==> src/rtl/terr_agg_pkg.sv <==
package terr_agg_pkg;
   typedef enum logic [1:0] {
      RET_NONE   = 2'd0,
      RET_COMMIT = 2'd1,
      RET_KILL   = 2'd2
   } retire_e;
endpackage

==> src/rtl/terr_or_tree.sv <==
module terr_or_tree #(
   parameter int W = 8
) (
   input  logic [W-1:0] bits_i,
   output logic         any_o
);
   localparam int LVL = (W > 1) ? $clog2(W) : 0;
   localparam int P   = 1 << LVL;

   logic [2*P-2:0] node;

   for (genvar k = 0; k < P; k++) begin : g_leaf
      if (k < W) begin : g_real
         assign node[P-1+k] = bits_i[k];
      end else begin : g_pad
         assign node[P-1+k] = 1'b0;
      end
   end

   for (genvar i = 0; i < P-1; i++) begin : g_node
      assign node[i] = node[2*i+1] | node[2*i+2];
   end

   assign any_o = node[0];
endmodule

==> src/rtl/terr_slot.sv <==
module terr_slot #(
   parameter int TAG_W = 6
) (
   input  logic             clk,
   input  logic             rst_n,
   input  logic             adv_i,
   input  logic             kill_i,
   input  logic             up_valid_i,
   input  logic [TAG_W-1:0] up_tag_i,
   input  logic             up_err_i,
   input  logic             flag_i,
   output logic             valid_o,
   output logic [TAG_W-1:0] tag_o,
   output logic             err_o
);
   logic err_q;

   // mark as seen by the next stage: carried mark plus this stage's flags
   assign err_o = err_q | (valid_o & flag_i);

   always_ff @(posedge clk or negedge rst_n) begin
      if (!rst_n) begin
         valid_o <= 1'b0;
         tag_o   <= '0;
         err_q   <= 1'b0;
      end else if (kill_i) begin
         valid_o <= 1'b0;
         err_q   <= 1'b0;
      end else if (adv_i) begin
         valid_o <= up_valid_i;
         tag_o   <= up_tag_i;
         err_q   <= up_valid_i & up_err_i;
      end else begin
         err_q   <= err_o;
      end
   end
endmodule

==> src/rtl/terr_agg.sv <==
module terr_agg
   import terr_agg_pkg::*;
#(
   parameter int NSTG    = 4,
   parameter int FLAGS_W = 8,
   parameter int TAG_W   = 6
) (
   input  logic                    clk,
   input  logic                    rst_n,
   input  logic                    adv_i,
   input  logic                    in_valid_i,
   input  logic [TAG_W-1:0]        in_tag_i,
   input  logic [NSTG*FLAGS_W-1:0] err_flags_i,
   output logic [NSTG-1:0]         stage_valid_o,
   output logic                    commit_o,
   output logic                    recover_o,
   output logic [TAG_W-1:0]        recover_tag_o
);
   localparam int LAST = NSTG - 1;

   if (NSTG < 2) begin : g_bad_nstg
      $error("terr_agg: NSTG must be at least 2");
   end
   if (FLAGS_W < 1) begin : g_bad_flags
      $error("terr_agg: FLAGS_W must be at least 1");
   end
   if (TAG_W < 1) begin : g_bad_tag
      $error("terr_agg: TAG_W must be at least 1");
   end

   logic [NSTG-1:0] v_q;
   logic [NSTG-1:0] eff;
   logic [NSTG-1:0] stg_flag;
   logic [TAG_W-1:0] tag_q [NSTG];
   logic kill;
   retire_e ret;

   for (genvar s = 0; s < NSTG; s++) begin : g_stage
      logic             up_v;
      logic [TAG_W-1:0] up_t;
      logic             up_e;

      terr_or_tree #(.W(FLAGS_W)) u_or (
         .bits_i (err_flags_i[s*FLAGS_W +: FLAGS_W]),
         .any_o  (stg_flag[s])
      );

      if (s == 0) begin : g_head
         assign up_v = in_valid_i;
         assign up_t = in_tag_i;
         assign up_e = 1'b0;
      end else begin : g_body
         assign up_v = v_q[s-1];
         assign up_t = tag_q[s-1];
         assign up_e = eff[s-1];
      end

      terr_slot #(.TAG_W(TAG_W)) u_slot (
         .clk        (clk),
         .rst_n      (rst_n),
         .adv_i      (adv_i),
         .kill_i     (kill),
         .up_valid_i (up_v),
         .up_tag_i   (up_t),
         .up_err_i   (up_e),
         .flag_i     (stg_flag[s]),
         .valid_o    (v_q[s]),
         .tag_o      (tag_q[s]),
         .err_o      (eff[s])
      );
   end

   always_comb begin
      if (!(adv_i && v_q[LAST]))
         ret = RET_NONE;
      else if (eff[LAST])
         ret = RET_KILL;
      else
         ret = RET_COMMIT;
   end

   assign kill = (ret == RET_KILL);

   always_ff @(posedge clk or negedge rst_n) begin
      if (!rst_n) begin
         commit_o      <= 1'b0;
         recover_o     <= 1'b0;
         recover_tag_o <= '0;
      end else begin
         commit_o  <= (ret == RET_COMMIT);
         recover_o <= (ret == RET_KILL);
         if (ret == RET_KILL)
            recover_tag_o <= tag_q[LAST];
      end
   end

   assign stage_valid_o = v_q;
endmodule

==> config.mk <==
export PLATFORM = sky130hd
export DESIGN_NAME = terr_agg
export DESIGN_NICKNAME = d
export VERILOG_FILES = /design/src/rtl/terr_agg_pkg.sv /design/src/rtl/terr_or_tree.sv /design/src/rtl/terr_slot.sv /design/src/rtl/terr_agg.sv
export SDC_FILE = /design/constraint.sdc
export NUM_CORES = 1
export LEC_CHECK = 0
export BUFFER_PORTS_ARGS = -buffer_cell sky130_fd_sc_hd__buf_2
export CORE_UTILIZATION = 50
export CTS_BUF_LIST = sky130_fd_sc_hd__clkbuf_4 sky130_fd_sc_hd__clkbuf_8
export DETAILED_ROUTE_END_ITERATION = 8
export PLACE_DENSITY = 0.78
export SYNTH_ARGS = -nofsm -noshare
export SYNTH_HDL_FRONTEND = slang
export SYNTH_SLANG_ARGS = --single-unit
export TNS_END_PERCENT = 100
==> constraint.sdc <==
create_clock -name clk -period 1.96 [get_ports clk]
set_input_delay 0.294 -clock clk [delete_from_list [all_inputs] [get_ports clk]]
set_output_delay 0.294 -clock clk [all_outputs]
set_load 0.005 [all_outputs]
# == After elaboration in Yosys (flattened, before gate mapping) ==
# Cells that the tools add are included.
# word_totals
regBits,40
latch_bits,0
ram_bits,0
rom_bits,0
input_bits,42
out_inout_bits,12
mem_count,0
# op_classes
addsub,0
n_mul,0
div,0
magnitude_cmp,0
n_eq_ne,2
shifts,0
n_mux,18
bitwise_logic,40
reduce_logical,3
# op_table
operator,count
$or 1x1->1,32
$mux 1,16
$and 1x1->1,7
$mux 2,2
$eq 2x1->1 const B,1
$eq 2x2->1 const B,1
$reduce_and 2->1,1
$reduce_bool 2->1,1
$logic_and 1x1->1,1
$not 1->1,1

# == Logic depth before layout (Yosys ltp) ==
# Gate-level depths: netlist of the first run.
# depth
word_depth,10
ltp_mapped,5

# == Hierarchy ==
# Synthesis of the first run repeated with hierarchy kept, for this count alone.
# hier_totals
cells_unflattened,118
area_unflattened_um2,1794.2
# modules_own_cells
module,n_inst,cells_per_inst,area_per_inst_um2,seq_area_each_um2
terr_slot,4,21,351.6,200.2
terr_agg,1,22,322.8,200.2
terr_or_tree,4,3,16.3,0.0

# == Worst setup path before layout of the first run ==
# Ideal clock, no wire load.
# synth_timing
kind,input to register
start,input err_flags_i[25]
end,register recover_tag_o[0]
setup_time_ns,0.125
t_arrival_ns,1.355
path_slack_ns,0.480
stages,5
n_path_buf,1
path_cell_list,nor4_4 -> nand2_1 -> o211a_1 -> buf_6 -> mux2_4
# synth_via
elab_chain_cells,8
# synth_rtl
element,line_no,source
"start, declared",terr_agg.sv:13,"input logic [NSTG*FLAGS_W-1:0] err_flags_i,"
$or 1x1->1 (3 in series),terr_or_tree.sv:21,assign node[i] = node[2*i+1] | node[2*i+2];
$and 1x1->1,terr_slot.sv:19,assign err_o = err_q | (valid_o & flag_i);
$or 1x1->1,terr_slot.sv:19,
$mux 2,terr_agg.sv:76,else if (eff[LAST])
$mux 2,terr_agg.sv:74,if (!(adv_i && v_q[LAST]))
$eq 2x2->1,n/a,
net g_stage[0].u_slot.kill_i,terr_slot.sv:7,"input logic kill_i,"
"end signal, assigned",terr_agg.sv:93,recover_tag_o <= tag_q[LAST];
"end, declared",terr_agg.sv:17,output logic [TAG_W-1:0] recover_tag_o
# The timed path passes the listed nets, and every way through them passes these cells.
# A chain may end at the register's enable or synchronous reset.

# == Worst setup path in the final report of the first run ==
# layout_timing
start,register g_stage[3].u_slot.err_q
end,register g_stage[3].u_slot.tag_o[3]
# layout_via
elab_chain_cells,6
# layout_rtl
element,line_no,source
"start, declared",terr_slot.sv:16,logic err_q;
"start signal, assigned",terr_slot.sv:32,err_q <= up_valid_i & up_err_i;
"start signal, assigned",terr_slot.sv:34,err_q <= err_o;
$or 1x1->1,terr_slot.sv:19,
$mux 2,terr_agg.sv:76,
$mux 2,terr_agg.sv:74,
$eq 2x2->1,terr_agg.sv:82,assign kill = (ret == RET_KILL);
$not 1->1 (no line),n/a,
$reduce_and 2->1 (no line),n/a,
"end signal, assigned",terr_slot.sv:31,tag_o <= up_tag_i;
"end, declared",terr_slot.sv:13,"output logic [TAG_W-1:0] tag_o,"
# No other way between the ends.

==> results of run 1 <==
through the flow:
step                      setup WS [ns]  power (mW)
after floorplan                  0.4800       1.749
after global placement           0.2438       1.920
after detailed placement         0.1646       1.969
after CTS                        0.5100       2.503
after global routing             0.4660       2.623
final                            0.5117       2.476
path summary, 6_finish.rpt:
path	cells after the start	endpoint	slack, ns
worst max register to register	4	g_stage[3].u_slot.tag_o[3]	0.51
worst min-delay path	1	recover_tag_o[3]	0.06
worst min register to register	1	recover_tag_o[0]	0.51
worst max-delay path	4	g_stage[3].u_slot.tag_o[3]	0.51
min in group clk	2	g_stage[0].u_slot.tag_o[0]	0.18
max in group asynchronous	1	g_stage[1].u_slot.tag_o[2]	1.37
Yosys cell counts:
cell type / count
dfrtp_1: 40
mux2_4: 22
mux2_2: 8
nand2_1: 7
o22ai_1: 7
nor4_1: 6
inv_1: 5
a21oi_1: 4
buf_4: 4
buf_6: 3
o21ai_0: 3
nor4_4: 2
a32oi_4: 1
and3_1: 1
clkbuf_1: 1
nor2_1: 1
nor2b_1: 1
o211a_1: 1
power breakdown:
group,internal (mW),switching [mW],leakage [nW]
combinational,0.444,0.216,0.506
clock,0.281,0.244,0.0456
sequential,1.12,0.175,0.482
state kept, by name (all words and copies together) (netlist names):
signal / count
g_stage.u_slot.tag_o: 24
g_stage.u_slot.err_q: 4
recover_tag_o: 6
commit_o: 1
g_stage.u_slot.valid_o: 4
recover_o: 1
final cells by class:
cell class / instances / area [sq um]
sequential: 40 / 1001
fill: 265 / 1235
clock inverter: 2 / 35.03
tap: 46 / 57.56
timing repair buffer: 54 / 285.3
clock buffer: 6 / 45.04
inverter: 5 / 18.77
multi-input combinational: 64 / 659.4
per-layer routing:
layer	vias to the layer above	track usage (%)
met4	0	12.34
met3	11	3.992
met1	554	19.66
met2	44	30.59
li1	520	-
met5	-	0
kinds of logic (layout without fill, tap and decap cells):
group                  count (synthesis)  count (layout)  share of synthesized area, %
multiplexers                          30              30                         24.07
AND/OR/NAND/NOR                       18              18                         7.021
flip-flops                            40              40                         57.31
AO/OA/AOI/OAI                         16              16                         6.662
buffers and inverters                 13              67                         4.943
==> summary.txt, run 1 <==
Route
  – Max layer used: met4
  – Metal2 WL: 1566 um
  – Detailed-route via count: ~1100
  – Pre-antenna DRT Iters: 4
  – Wirelength per Cell: 14.01 um
  – Antenna viol nets, final: 0
  – DR iter-0 viols: 53
  – Post-route DRC: 0
  – Post-DR vias/cell: 5.203
  – WL final: 3040 um
  – M1 WL: between 1000 and 1500 um
  – DR WL met3: about 170 um

Layout
  – Commonest non-fill, non-tap cell in the layout: buf_2
  – Layout area overhead: 20.34%
  – Design area: around 2100 sq um
  – Most frequent cells in the layout: buf_2 (53), dfrtp_1 (40), mux2_4 (22)
  – Nets@finish: 212
  – N_diodes: 0
  – Non-Filler Instances: 217
  – Final Util: 62.99%
  – Fraction of layout cells with a size suffix above 1: 55.56%

Clock network
  – Clock buffer depth: 2
  – CTS tree: done
  – Post-CTS Hold Buffers: 0
  – Worst-path clk slew: 0.11 ns
  – Skew-Pair Late Insertion Delay: 0.33 ns
  – Clk sinks: 40
  – # Post-CTS Setup Buffers: 0
  – CTS resizes: 0
  – CTS buffer count: 5
  – H-tree depth: 2
  – Root Driver: clkbuf_4

STA
  – Worst clock skew: 0.001829 ns
  – Tcrit/Tclk final: 73.89%
  – Final Hold Viols: 0
  – Maximum clock frequency: 690.5 MHz
  – Max Transition Viols Final: 0
  – Setup tns final: 0 ns
  – Final setup vio count: 0
  – RSZ-0062 raised after global routing: no
  – Slew HR: 42.63%
  – Tmin final: 1.448 ns
  – Worst hold-check slack: 0.06082 ns
  – Slew @ Worst Pin: 0.8606 ns

Floorplan
  – Die width: 61.11 um
  – Die Span Y: 61.11 um
  – Core Rows: 21
  – Io pins: 54
  – Core area: 3337 sq um
  – Initial core utilization: 52.34%
  – Die ar.: approximately 3700 sq um

Placement
  – Placed Cells incl. Taps: 209
  – Routability cong.: 0.6412
  – PortBufs: 53
  – Post-DP Area: 2022 sq um

Critical path
  – Highest cell delay on the worst timing path: 0.39 ns
  – Critical Path Fanout Max: 28
  – Worst Setup SP: g_stage[3].u_slot.err_q
  – CP required: 2.19 ns
  – CP Data Arrival Time: around 1.7 ns
  – Critical path's top delay family: flip-flops
  – Crit end category: flip-flop
  – Crit path cell chain: nor2b_1 > a32oi_4 > buf_12 > mux2_2
  – Crit path max-delay cell type: dfrtp_1
  – Critical path launch point type: flip-flop
  – Reg2reg start: g_stage[3].u_slot.err_q
  – Buf/Inv on CP: 1
  – CP Class: reg -> reg

Synth
  – Dominant cells by area after synthesis: dfrtp_1 (57%), mux2_4 (19%), mux2_2 (5.2%)
  – Cell accounting for the most synthesized area: dfrtp_1
  – Flop and latch count out of synthesis: 40
  – Post-Syn Area: 1747 sq um
  – Synth warn: 0
  – Sequential share of the synthesized area: 57.31%
  – Post-Synthesis Cells: 117
  – Post-Synthesis Mean Instance Area: ~15 sq um
  – Syn_nets: 159
  – Share of the synthesized area in the top cell type: 57.31%
  – Yosys cell types: 18

GRT
  – First-pass GRT wire length: between 4000 and 5000 um
  – Gr usage total: 17.83%
  – Initial antenna violation count: 0
  – Vias in the first global route: 1038
  – Largest net degree at the start of global routing: slightly above 40
  – GRT overflow: 0

Power
  – Static leakage power: 1.033 nW
  – Power Density: 1178 nW/um^2
  – Worst VDD drop: 0.6403 mV

Status
  – Status: finished clean

Hold path
  – Worst hold path class: in -> async

Run
  – Max Cap Viol: 0
Note: power is estimated with default switching activity, not from simulation.
==> run 2: changes to the inputs <==
Clock period 1.96 ns to 1.51 ns, I/O delays scaled along.
==> run 2 against run 1 <==
Total power rose by 33%; count of clock-buffer cells in the layout rose by 1; final cell count rose by 3.2%; highest routed layer unchanged; core utilization rose by 2.1 points; clock power rose by 45%; largest cell class unchanged; die area did not move; fmax rose by 0.13%; setup slack got worse by 0.45 ns; clock skew rose by 0.0030 ns; first-iteration DRC count fell by 13%; global-route usage rose by 0.46 points.
==> summary.txt, run 2 (synthesis gave the netlist of run 1 again) <==
Floorplan
  – Die width: 61.11 um
  – Die Span Y: 61.11 um
  – Io pins: 54
  – Core area: roughly 3300 sq um
  – Core Rows: 21
  – Initial core utilization: 52.34%
  – Die ar.: around 3700 sq um

Layout
  – Top flop regs: g_stage.u_slot.tag_o: 24 flops, recover_tag_o: 6 flops
  – Non-Filler Instances: 224
  – Most frequent cells in the layout: buf_2 (53), dfrtp_1 (40), mux2_4 (22)
  – N_diodes: 0
  – Largest reg by FF count: g_stage.u_slot.tag_o
  – Final Util: 65.09%
  – Fraction of layout cells with a size suffix above 1: a little under three fifths
  – Largest register FFs: 24
  – Layout area overhead: 24.36%
  – Design area: 2172 sq um
  – Nets@finish: 219
  – Commonest non-fill, non-tap cell in the layout: buf_2

Route
  – Antenna viol nets, final: 0
  – DR iter-0 viols: 46
  – WL final: slightly below 3000 um
  – Post-DR vias/cell: 5.129
  – Detailed-route via count: 1149
  – Post-route DRC: 0
  – Wirelength per Cell: 13.31 um
  – Pre-antenna DRT Iters: 4

GRT
  – GRT overflow: 0
  – Initial antenna violation count: 0
  – Largest net degree at the start of global routing: 29
  – Vias in the first global route: 1124
  – First-pass GRT wire length: 4816 um
  – Gr usage total: 18.29%

Placement
  – Pre-CTS WS: -0.1841 ns
  – PortBufs: 53
  – Placed Cells incl. Taps: 215
  – Placed wire-length estimate: 2219 um
  – Routability cong.: 0.6896
  – Post-DP Area: 2067 sq um

STA
  – Final setup vio count: 0
  – Tcrit/Tclk final: between 90 and 100%
  – Slew HR: 66.71%
  – Slew @ Worst Pin: 0.4994 ns
  – Final WS setup: 0.06361 ns
  – RSZ-0062 raised after global routing: no
  – Worst clock skew: 0.004856 ns
  – Max Transition Viols Final: 0
  – Final Hold Viols: 0
  – Maximum clock frequency: 691.4 MHz
  – Tmin final: 1.446 ns

Hold path
  – Worst hold path class: in -> reg

Clock network
  – CTS buffer count: 5
  – Worst-path clk slew: 0.11 ns
  – Clk sinks: 40
  – Root Driver: clkbuf_4
  – # Post-CTS Setup Buffers: 0
  – Skew-Pair Late Insertion Delay: 0.34 ns
  – CTS tree: done
  – Clock buffer depth: 2
  – H-tree depth: 2

Critical path
  – CP required: 1.74 ns
  – CP Class: reg -> reg
  – Crit end category: flip-flop
  – Critical path launch point type: flip-flop
  – CP Data Arrival Time: 1.68 ns
  – Critical Path Fanout Max: 28

Power
  – Worst VDD drop: 0.7228 mV
  – Power Density: 1520 nW/um^2
  – Overall Power: 3.301 mW
  – Static leakage power: 1.073 nW

Status
  – Status: finished clean

Run
  – Max Cap Viol: 0
-- run 2: cell types whose count changed in the layout (fill, tap and decap cells not counted), sizes merged --
cell	previous run	this run
buf	54	60
clkbuf	6	7
clkinv	1	0
dlygate4sd3	0	1
-- run 2: metrics by stage --
stage	setup TNS, ns	hold slack [ns]
final	0	0.1143
after global routing	0	0.08326
after CTS	0	0.09846
after detailed placement	-1.666	0.2310
after global placement	-0.7128	0.2206
after floorplan	0	-0.06909
-- run 2: area by class of cell --
class | count | area (sq um)
clock inverter | 1 | 30.03
tap | 46 | 57.56
timing repair buffer | 61 | 340.3
fill | 260 | 1165
inverter | 5 | 18.77
clock buffer | 7 | 65.06
sequential | 40 | 1001
multi-input combinational | 64 | 659.4
-- run 2: report_power, final --
group | internal [mW] | total [mW] | switching [mW]
combinational | 0.589 | 0.867 | 0.279
sequential | 1.45 | 1.67 | 0.223
clock | 0.440 | 0.762 | 0.323
-- run 2: final timing paths --
path / from / cells past startpoint / slack [ns] / end
worst max-delay path: g_stage[3].u_slot.err_q / 4 / 0.06 / g_stage[2].u_slot.tag_o[3]
worst min-delay path: in_tag_i[1] / 2 / 0.11 / g_stage[0].u_slot.tag_o[1]
worst max register to register: g_stage[3].u_slot.err_q / 4 / 0.06 / g_stage[2].u_slot.tag_o[3]
worst min register to register: g_stage[3].u_slot.tag_o[1] / 1 / 0.51 / recover_tag_o[1]
max in group asynchronous: rst_n / 3 / 0.58 / g_stage[1].u_slot.valid_o
min in group asynchronous: rst_n / 2 / 0.38 / recover_tag_o[2]
-- run 2: timing repair --
action	4_1_cts	5_1_grt
endpoints found under the hold margin	23	0
hold buffers	1	0
resized for setup	0	0
-- run 2: metal layers --
metal | share of wire [%] | track usage (%)
met5 | 0 | 0
met1 | 41 | 20.95
met4 | 1.8 | 9.740
met2 | 49 | 29.35
met3 | 7.8 | 7.563
-- run 2: critical path: stages (launching register included) --
cell and delay [ns]:
dfrtp_1 0.39, nor2b_1 0.08, a32oi_4 0.26, buf_12 0.24
mux2_2 0.35
